$ cat src/rtl/int_alu_pkg.sv
package int_alu_pkg;
  typedef enum logic [4:0] {
    OP_ADD  = 5'd0,
    OP_ADDU = 5'd1,
    OP_SUB  = 5'd2,
    OP_SUBU = 5'd3,
    OP_AND  = 5'd4,
    OP_OR   = 5'd5,
    OP_XOR  = 5'd6,
    OP_NOR  = 5'd7,
    OP_SLT  = 5'd8,
    OP_SLTU = 5'd9,
    OP_LUI  = 5'd10,
    OP_SLL  = 5'd11,
    OP_SRL  = 5'd12,
    OP_SRA  = 5'd13,
    OP_SLLV = 5'd14,
    OP_SRLV = 5'd15,
    OP_SRAV = 5'd16
  } alu_op_e;
endpackage

$ cat src/rtl/int_alu_addsub.sv
module int_alu_addsub #(
  parameter int W = 32
) (
  input  logic [W-1:0] a_i,
  input  logic [W-1:0] b_i,
  input  logic         sub_i,
  output logic [W-1:0] sum_o,
  output logic         carry_o,
  output logic         ovf_o
);
  logic [W-1:0] b_eff;
  logic [W:0]   full;

  assign b_eff   = sub_i ? ~b_i : b_i;
  assign full    = {1'b0, a_i} + {1'b0, b_eff} + {{W{1'b0}}, sub_i};
  assign sum_o   = full[W-1:0];
  assign carry_o = full[W];
  // same-sign inputs producing a different-sign sum
  assign ovf_o   = (a_i[W-1] == b_eff[W-1]) && (sum_o[W-1] != a_i[W-1]);
endmodule

$ cat src/rtl/int_alu_logic.sv
module int_alu_logic #(
  parameter int W = 32
) (
  input  logic [W-1:0] a_i,
  input  logic [W-1:0] b_i,
  output logic [W-1:0] and_o,
  output logic [W-1:0] or_o,
  output logic [W-1:0] xor_o,
  output logic [W-1:0] nor_o
);
  assign and_o = a_i & b_i;
  assign or_o  = a_i | b_i;
  assign xor_o = a_i ^ b_i;
  assign nor_o = ~or_o;
endmodule

$ cat src/rtl/int_alu_shift.sv
module int_alu_shift #(
  parameter int W  = 32,
  parameter int SW = $clog2(W)
) (
  input  logic [W-1:0]  data_i,
  input  logic [SW-1:0] amt_i,
  input  logic          left_i,
  input  logic          arith_i,
  output logic [W-1:0]  data_o
);
  logic [W-1:0] rev_in, rev_out, core_out;
  logic [W-1:0] stg [SW+1];
  logic         fill;

  // left shift = reverse, shift right, reverse
  for (genvar k = 0; k < W; k++) begin : g_rev
    assign rev_in[k]  = data_i[W-1-k];
    assign rev_out[k] = core_out[W-1-k];
  end

  assign fill   = arith_i & ~left_i & data_i[W-1];
  assign stg[0] = left_i ? rev_in : data_i;

  for (genvar i = 0; i < SW; i++) begin : g_stage
    localparam int S = 1 << i;
    assign stg[i+1] = amt_i[i] ? {{S{fill}}, stg[i][W-1:S]} : stg[i];
  end

  assign core_out = stg[SW];
  assign data_o   = left_i ? rev_out : core_out;

  always_comb begin

    if (amt_i == '0) zero_shift_chk: assert (data_o == data_i);
  end
endmodule

$ cat src/rtl/int_alu.sv
module int_alu
  import int_alu_pkg::*;
#(
  parameter int W  = 32,
  parameter int SW = $clog2(W),
  parameter int OW = 5
) (
  input  logic [W-1:0]  a_i,
  input  logic [W-1:0]  b_i,
  input  logic [SW-1:0] shamt_i,
  input  logic [OW-1:0] op_i,
  output logic [W-1:0]  result_o,
  output logic          ovf_o
);
  localparam int HALF = W / 2;

  alu_op_e      op;
  logic         is_sub, shl, sh_ar, sh_var;
  logic [W-1:0] sum, and_r, or_r, xor_r, nor_r, sh_r;
  logic         carry, ovf_raw, lt_s, lt_u;
  logic [SW-1:0] amt;

  assign op = alu_op_e'(op_i);

  always_comb begin
    is_sub = 1'b0;
    unique case (op)
      OP_SUB, OP_SUBU, OP_SLT, OP_SLTU: is_sub = 1'b1;
      default: is_sub = 1'b0;
    endcase
  end

  int_alu_addsub #(.W(W)) u_addsub (
    .a_i(a_i), .b_i(b_i), .sub_i(is_sub),
    .sum_o(sum), .carry_o(carry), .ovf_o(ovf_raw)
  );

  int_alu_logic #(.W(W)) u_logic (
    .a_i(a_i), .b_i(b_i),
    .and_o(and_r), .or_o(or_r), .xor_o(xor_r), .nor_o(nor_r)
  );

  assign lt_s = sum[W-1] ^ ovf_raw;
  assign lt_u = ~carry;

  assign shl    = (op == OP_SLL)  || (op == OP_SLLV);
  assign sh_ar  = (op == OP_SRA)  || (op == OP_SRAV);
  assign sh_var = (op == OP_SLLV) || (op == OP_SRLV) || (op == OP_SRAV);
  assign amt    = sh_var ? a_i[SW-1:0] : shamt_i;

  int_alu_shift #(.W(W), .SW(SW)) u_shift (
    .data_i(b_i), .amt_i(amt), .left_i(shl), .arith_i(sh_ar), .data_o(sh_r)
  );

  always_comb begin
    result_o = '0;
    ovf_o    = 1'b0;
    case (op)
      OP_ADD, OP_SUB: begin
        result_o = sum;
        ovf_o    = ovf_raw;
      end
      OP_ADDU, OP_SUBU:           result_o = sum;
      OP_AND:                     result_o = and_r;
      OP_OR:                      result_o = or_r;
      OP_XOR:                     result_o = xor_r;
      OP_NOR:                     result_o = nor_r;
      OP_SLT:                     result_o = {{(W-1){1'b0}}, lt_s};
      OP_SLTU:                    result_o = {{(W-1){1'b0}}, lt_u};
      OP_LUI:                     result_o = {b_i[HALF-1:0], {HALF{1'b0}}};
      OP_SLL, OP_SRL, OP_SRA,
      OP_SLLV, OP_SRLV, OP_SRAV:  result_o = sh_r;
      default: begin
        result_o = '0;
        ovf_o    = 1'b0;
      end
    endcase
  end

  always_comb begin

    if (op == OP_ADDU || op == OP_SUBU || op == OP_SLT || op == OP_SLTU)
      no_overflow_chk: assert (!ovf_o);

    if (ovf_o && op == OP_ADD)
      add_ovf_sign_chk: assert (result_o[W-1] != a_i[W-1] && a_i[W-1] == b_i[W-1]);

    if (ovf_o && op == OP_SUB)
      sub_ovf_sign_chk: assert (result_o[W-1] != a_i[W-1] && a_i[W-1] != b_i[W-1]);

    if (op == OP_SLT || op == OP_SLTU)
      slt_bool_chk: assert (result_o[W-1:1] == '0);

    if (op == OP_LUI)
      lui_low_chk: assert (result_o[HALF-1:0] == '0);

    if (op == OP_SRA || op == OP_SRAV)
      sra_sign_chk: assert (result_o[W-1] == b_i[W-1]);
  end
endmodule

$ cat config.mk
export PLATFORM = sky130hd
export DESIGN_NAME = int_alu
export DESIGN_NICKNAME = d
export VERILOG_FILES = /design/src/rtl/int_alu_pkg.sv /design/src/rtl/int_alu_addsub.sv /design/src/rtl/int_alu_logic.sv /design/src/rtl/int_alu_shift.sv /design/src/rtl/int_alu.sv
export SDC_FILE = /design/constraint.sdc
export NUM_CORES = 1
export LEC_CHECK = 0
export CORE_MARGIN = 3
export CORE_UTILIZATION = 35
export DETAILED_ROUTE_END_ITERATION = 8
export PLACE_DENSITY = 0.55
export SYNTH_ARGS = -nofsm -noshare
export SYNTH_HDL_FRONTEND = slang
export SYNTH_SLANG_ARGS = --single-unit
export TNS_END_PERCENT = 1
$ cat constraint.sdc
create_clock -name vclk -period 4
set_input_delay 0.4 -clock vclk [all_inputs]
set_output_delay 0.4 -clock vclk [all_outputs]
set_load 0.01 [all_outputs]
---- Word-level counts from Yosys, hierarchy flattened ----
Index checks and enable logic that the tools add are counted.
word-level totals
  output and inout bits ................... 33
  bits in registers ....................... 0
operators by class
  add/subtract/negate cells ............... 2
  reduce and logical (&&, ||, !) cells .... 10
  muxes and demuxes ....................... 12
  equal/unequal tests ..................... 18
  bitwise operators ....................... 10
operator list
  cell                  count
  $pmux W32 S9          1
  $mux W32              8
  $not A32 Y32          2
  $eq A5 B4 Y1 const B  8
  $add A32 B32 Y33      1
  $add A33 B1 Y33       1
  $and A32 B32 Y32      1
  $or A32 B32 Y32       1
  $xor A32 B32 Y32      1
  $eq A5 B3 Y1 const B  4
  $eq A5 B2 Y1 const B  2
  $reduce_or A4 Y1      2
  $reduce_or A6 Y1      1
  $eq A5 B1 Y1 const B  1
  $eq A5 B5 Y1 const B  1
  $logic_not A5 Y1      1
  $mux W5               1
  $logic_or A1 B1 Y1    4
  $and A1 B1 Y1         2
  $mux W1               2
  $not A1 Y1            2
  $reduce_or A2 Y1      1
  $eq A1 B1 Y1          1
  $logic_and A1 B1 Y1   1
  other kinds (2)       2

---- Depth between registers and ports, before layout ----
Gate-level depths: netlist (run 1).
  depth in word-level cells ............... 12
  gate-level depth with buffers ........... 16
  gate-level depth less buffers ........... 14

---- Hierarchy ----
Synthesis (run 1) repeated with hierarchy kept, for this count alone.
unflattened totals
  cell total of the unflattened synthesis .. 1135
  area, all modules ....................... 8602.0 um^2
modules (own cells, without submodules)
  module          area each (um^2)  cells an instance  times used
  int_alu_shift   3594.7            461                1
  int_alu_addsub  2183.3            309                1
  int_alu_logic   1561.5            192                1
  int_alu         1262.5            173                1

---- Worst setup path before layout (run 1) ----
Ideal clock, no wire load.
  path kind ............................... input to output
  from .................................... input op_i[1]
  to ...................................... output result_o[23]
  stages on the path ...................... 15
  arrival time ............................ 3855 ps
  path slack .............................. -255 ps
  required time ........................... 3600 ps
  cell sequence ........................... buf_2 -> xor2_1 -> nand2_1 -> buf_1 -> xnor2_1 -> ha_1 -> a21o_1 -> a21o_1 -> a221o_1 -> a41o_1 -> a311oi_1 -> o21bai_1 -> xnor2_1 -> nor2_1 -> or3_1
between the ends
  longest elaborated chain between the ends .. 12
ends and longest elaborated chain
  what                                                                       RTL line       text
  start, declared                                                            int_alu.sv:11  input logic [OW-1:0] op_i,
  parallel branches: the longest is 11 deep, another holds $add A32 B32 Y33  -
  $pmux W32 S9 (*)                                                           int_alu.sv:58  case (op)
  end, declared                                                              int_alu.sv:12  output logic [W-1:0] result_o,
Mark *: on every way between the ends.

---- Final worst setup path (run 1) ----
  from .................................... input op_i[1]
  to ...................................... output result_o[0]
between the ends
  longest elaborated chain between the ends .. 12
ends and longest elaborated chain
  what                                                                       RTL line
  parallel branches: the longest is 11 deep, another holds $add A32 B32 Y33  -
  $pmux W32 S9 (*)                                                           int_alu.sv:58
Marks and branches as above.

==> flow_summary_export.csv, run 1 <==
group,metric,value,unit
outcome,status,"finished, violations left",
outcome,violations,"setup timing",
timing,drv_slew,0,
min_path,hp-class,"input pin to output pin",
pwr,p_leak,6.05,nW
drt,via_per_inst,5.98,
drt,firstDrtPassIters,6,
cells_and_area,multi_input_area,7580,um^2
global_routing,grt_max_degree,69,
global_routing,antenna_found_initial,2,
drt,antenna_left,0,
placed_design,dp_hpwl,34600,um
cells_and_area,fin_area,12600,um^2
timing,fin_setup_tns,-1.96,ns
drt,wl_per_cell,23.2,um
floorplanning,ioPinCount,107,
global_routing,gr-total-overflow,0,
synthesis,synthTopCellsByArea,"ha_1 (16%), o21ai_0 (7.3%), mux2i_1 (7.0%), a21oi_1 (6.8%), nand2_1 (5.2%)",
cells_and_area,seq_cell_count,0,
timing,setup_viol,17,
placed_design,gp_congestion,0.993,
synthesis,synth_nets,1340,
timing,whs,1.57,ns
placed_design,post_dp_cell_area,11600,um^2
global_routing,grt_pass1_vias,10500,
floorplanning,die_x,154,um
synthesis,synth-seq-area-share,0,
cells_and_area,num_antenna_cells,0,
cells_and_area,nClkBuffers,0,
worst_setup_path,start_kind,"input pin",
floorplanning,fp.dieH,154,um
synthesis,ys_warn_count,0,
cells_and_area,area_delta_synth_final,64.6,%
floorplanning,dieArea,23700,um^2
timing,hold_viol,0,
timing,rsz0062_at_grt,"true",
timing,slew_headroom,0.574,
timing,fin_crit_sh,1.06,
worst_setup_path,critPathArrivalTime,3.86,ns
drt,dr.first_iter.drc_count,1073,
global_routing,grt_pass1_wl,64200,um
cells_and_area,regArea,0,um^2
pwr,ir_drop,0.103,mV
cells_and_area,utilization,0.594,
global_routing,grtUsageTotal,0.345,
worst_setup_path,worstPathMaxFanout,7,
floorplanning,start_util,0.361,
timing,finalWorstSetupSlack,-0.256,ns
worst_setup_path,required,3.60,ns
drt,drcViolationCount,0,
synthesis,synthDistinctLibCells,81,
synthesis,synth_area,7680,um^2
synthesis,yosysTopAreaCellShare,0.158,
cells_and_area,nets,1778,
cells_and_area,fill_cells,2040,
floorplanning,fp-row-count,53,
cells_and_area,final_layout_size_suffix_gt1_frac,0.365,
drt,routed_wl,43700,um
pwr,pwr_density_cell,187,nW/um^2
synthesis,yosys.area.top_type,"ha_1",
drt,vias,11236,
timing,fmax,235,MHz
placed_design,port_buffers,107,
synthesis,netlist_instances,1168,
worst_setup_path,end_kind,"output pin",
floorplanning,core_area,21300,um^2
synthesis,avgSynthCellArea,6.57,um^2
worst_setup_path,path_class,"input pin to output pin",
job,max-cap-violations,0,
timing,worst_slew_pin_slew,0.638,ns
timing,period_needed,4.26,ns
cell usage in the layout (no fill, tap or decap), drive strengths merged, types with 18 or more instances in the layout:
cell / n
a21oi: 105
o21ai: 112
o211ai: 31
xnor2: 45
inv: 98
a22oi: 19
nor2: 76
clkdlybuf4s50: 67
a211oi: 30
nor3: 18
mux2: 22
o22ai: 19
nand2: 106
mux2i: 54
nand3: 38
buf: 447
ha: 97
synth_stat cells, types with 5 or more instances:
| master | count |
|---|---|
| xnor2_1 | 45 |
| o211ai_1 | 31 |
| a31oi_1 | 10 |
| a211o_1 | 9 |
| xor2_1 | 14 |
| nand2b_1 | 13 |
| a211oi_1 | 29 |
| a21o_1 | 16 |
| o31ai_1 | 5 |
| o21a_1 | 9 |
| a222oi_1 | 5 |
| a21oi_1 | 105 |
| nor3_1 | 18 |
| buf_1 | 10 |
| o21ai_0 | 112 |
| nand3_1 | 38 |
| buf_2 | 16 |
| mux2_2 | 22 |
| nand2_1 | 106 |
| a22oi_1 | 19 |
| a221o_1 | 13 |
| o22ai_1 | 19 |
| nor2_1 | 75 |
| clkbuf_1 | 57 |
| o221ai_1 | 8 |
| mux2i_1 | 54 |
| a32oi_1 | 5 |
| and3_1 | 10 |
| ha_1 | 97 |
| inv_1 | 98 |
| or3_1 | 6 |
per-stage QoR:
stage / total power [mW] / instances / worst slack, ns
detailed placement: 2.04 / 1824 / -1.20
floorplan: 0.986 / 1168 / 0.00530
global route: 2.50 / 1879 / -0.325
CTS: 2.20 / 1866 / -0.193
finish: 2.36 / 1879 / -0.256
global placement: 2.05 / 1824 / -1.17
worst paths after layout:
check,start,endpoint,slack (ns),cells after the start
setup / recovery,op_i[1],result_o[0],-0.26,17
hold / removal,op_i[1],result_o[13],1.57,6
area by class of cell:
type               instances  share of cell area
inverters                 98              0.0291
multi-input cells        980               0.600
well taps                275              0.0272
repair buffers           526               0.343
worst max-delay path, cell delays in order:
cell,delay [ns]
buf_8,0.11
xor2_4,0.25
nand2_8,0.14
buf_12,0.18
buf_8,0.14
xnor2_4,0.16
ha_4,0.23
buf_6,0.11
and4_1,0.17
a221o_1,0.38
or3_1,0.39
a31o_4,0.24
nand4b_1,0.15
nand2_2,0.10
o41a_1,0.37
o211ai_1,0.13
buf_2,0.19
layer usage:
metal	wire, um	global-route usage	vias up	part of all wire
met5	0	0	-	0
met4	1790	0.0925	0	0.041
met3	4530	0.0391	102	0.10
met2	19100	0.556	635	0.44
met1	18200	0.486	5293	0.42
li1	-	-	5206	-
report_power, final:
part	total, mW	internal (mW)	leakage (nW)	switching, mW
registers	0	0	0	0
clock network	0	0	0	0
logic	2.36	1.14	6.05	1.22
total	2.36	1.14	6.05	1.22
repair_timing:
item                                    in CTS  in global routing
gates resized for setup                    225                 67
hold buffers                                 0                  0
endpoints found under the setup margin      33                 33
pin swaps                                   59                 54
setup buffers                               39                 14
gates cloned                                 3                  0
cells by family (layout without fill, tap and decap cells):
family	after synthesis	after routing	synth area share
muxes	76	76	0.103
xor gates and xnor gates	59	59	0.0673
AOI/OAI and AO/OA	451	451	0.388
and+or+nand+nor	296	296	0.182
adders and majority gates	98	98	0.161
buffers and inverters	188	624	0.0994
(Power assumes the default switching activity.)
==> run 2, diff against run 1 <==
--- a/config.mk
+++ b/config.mk
@@ -6,9 +6,9 @@
 export NUM_CORES = 1
 export LEC_CHECK = 0
 export CORE_MARGIN = 3
-export CORE_UTILIZATION = 35
+export CORE_UTILIZATION = 45
 export DETAILED_ROUTE_END_ITERATION = 8
-export PLACE_DENSITY = 0.55
+export PLACE_DENSITY = 0.68
 export SYNTH_ARGS = -nofsm -noshare
 export SYNTH_HDL_FRONTEND = slang
 export SYNTH_SLANG_ARGS = --single-unit
==> flow_summary_export.csv, run 2 (synthesis gave the netlist of run 1 again) <==
group,metric,value,unit
cells_and_area,fin_area,12300,um^2
global_routing,grtUsageTotal,0.429,
pwr,clockPowerShare,0,
drt,firstDrtPassIters,7,
worst_setup_path,cp_cell_sequence,"buf_6 -> xor2_4 -> nand2_4 -> buf_12 -> buf_16 -> xnor2_1 -> ha_1 -> a21o_1 -> a21o_1 -> a221o_1 -> or3_1 -> a31o_4 -> nand4b_1 -> nand2_2 -> o41a_1 -> o211ai_1 -> buf_2",
pwr,p_int,1.08,mW
floorplanning,die_x,137,um
cells_and_area,nets,1754,
cells_and_area,seq_cell_count,0,
pwr,p_leak,5.91,nW
timing,period_needed,4.30,ns
cells_and_area,final_cell_mix,"buf_4 (374), nand2_1 (102), inv_1 (98), o21ai_0 (94), ha_1 (92)",
placed_design,dp_hpwl,33200,um
timing,finalWorstSetupSlack,-0.304,ns
timing,hold_viol,0,
min_path,hp-class,"input pin to output pin",
cells_and_area,nClkBuffers,0,
worst_setup_path,worstPathMaxFanout,10,
floorplanning,core_area,16600,um^2
floorplanning,fp-row-count,47,
drt,wl_per_cell,23.5,um
cells_and_area,mostFrequentLayoutCell,"buf_4",
worst_setup_path,start_kind,"input pin",
global_routing,antenna_found_initial,0,
pwr,power.switching,1.21,mW
timing,drv_slew,0,
clocking,ctsHoldBuffers,0,
drt,via_per_inst,6.38,
worst_setup_path,critPathArrivalTime,3.90,ns
global_routing,grt_max_degree,69,
timing,rsz0062_at_grt,"true",
worst_setup_path,critPathSlowestCell,"ha_1",
job,max-cap-violations,0,
timing,fmax,232,MHz
worst_setup_path,path_class,"input pin to output pin",
pwr,power_frac_comb,1.000,
timing,setup_viol,21,
placed_design,post_dp_cell_area,11400,um^2
global_routing,grt_pass1_wl,61600,um
drt,drcViolationCount,0,
floorplanning,start_util,0.461,
pwr,ir_drop,0.137,mV
pwr,p_seq_frac,0,
worst_setup_path,end_kind,"output pin",
floorplanning,ioPinCount,107,
placed_design,gp_congestion,1.08,
pwr,pwr_density_cell,186,nW/um^2
drt,antenna_left,0,
cells_and_area,regArea,0,um^2
drt,dr.first_iter.drc_count,1366,
global_routing,grt_pass1_vias,10696,
cells_and_area,final_layout_size_suffix_gt1_frac,0.351,
drt,vias,11489,
floorplanning,dieArea,18700,um^2
placed_design,port_buffers,107,
pwr,sw_frac_of_total,0.528,
timing,fin_crit_sh,1.08,
outcome,status,"finished, violations left",
global_routing,gr-total-overflow,0,
timing,worst_slew_pin_slew,0.786,ns
worst_setup_path,slowest_delay,0.37,ns
cells_and_area,utilization,0.741,
timing,slew_headroom,0.476,
drt,routed_wl,42300,um
timing,fin_setup_tns,-3.33,ns
min_path,whs_path_depth,8,
worst_setup_path,required,3.60,ns
floorplanning,fp.dieH,137,um
outcome,violations,"setup timing",
cells_and_area,num_antenna_cells,0,
cells_and_area,area_delta_synth_final,60.6,%
worst_setup_path,cp_common_cell,"a21o_1",
## run 2: cell count changes in the layout (fill, tap and decap cells not counted), sizes merged
cell           previous run  this run
buf                     447       416
bufbuf                    1         0
clkbuf                    3         6
clkdlybuf4s15             3         2
dlygate4sd2               5        10
dlymetal6s2s              0         1
## run 2: area by class of cell
class | count | area (um^2)
Fill cell | 1334 | 4310
Tap cell | 220 | 275
Multi-Input combinational cell | 980 | 7560
Inverter | 98 | 368
Timing Repair Buffer | 502 | 4130
## run 2: path summary, 6_finish.rpt
kind     from          end  slack, ns
max   op_i[1]  result_o[0]      -0.30
min   op_i[2]  result_o[0]       1.67
## run 2: layer usage
layer / share of wire / vias to the layer above / GRT usage
met5: 0 / - / 0
met2: 0.42 / 824 / 0.642
met3: 0.12 / 180 / 0.0724
li1: - / 5158 / -
met1: 0.39 / 5327 / 0.569
met4: 0.078 / 0 / 0.265
## run 2: stage by stage
stage / hold WS [ns] / total power, mW / worst slack (ns) / std cells
2_1_floorplan: 0.973 / 0.986 / 0.00530 / 1168
3_3_place_gp: 1.99 / 1.98 / -1.16 / 1764
3_5_place_dp: 2.01 / 2.00 / -1.20 / 1764
4_1_cts: 1.63 / 2.12 / -0.204 / 1793
5_1_grt: 1.67 / 2.41 / -0.346 / 1800
6_report: 1.67 / 2.29 / -0.304 / 1800
## run 2: timing repair
item	CTS	global route
resized for setup	195	64
endpoints found under the setup margin	33	33
cloned	2	0
pin swaps	43	47
hold endpoints to repair	0	0
buffers inserted	27	8
## run 2: critical path: cells and delay by family
| family | cells | cell delay [ns] |
|---|---|---|
| compound gates | 6 | 1.42 |
| fa+ha+maj | 1 | 0.37 |
| buf+inv | 4 | 0.59 |
| xor+xnor | 2 | 0.37 |
| simple gates | 4 | 0.73 |
## run 2: power by group through the flow
stage	registers [mW]	clock network, mW	logic, mW
after CTS	0	0	2.12
after detailed placement	0	0	2.00
final	0	0	2.29
after global routing	0	0	2.41
after floorplan	0	0	0.986
after global placement	0	0	1.98
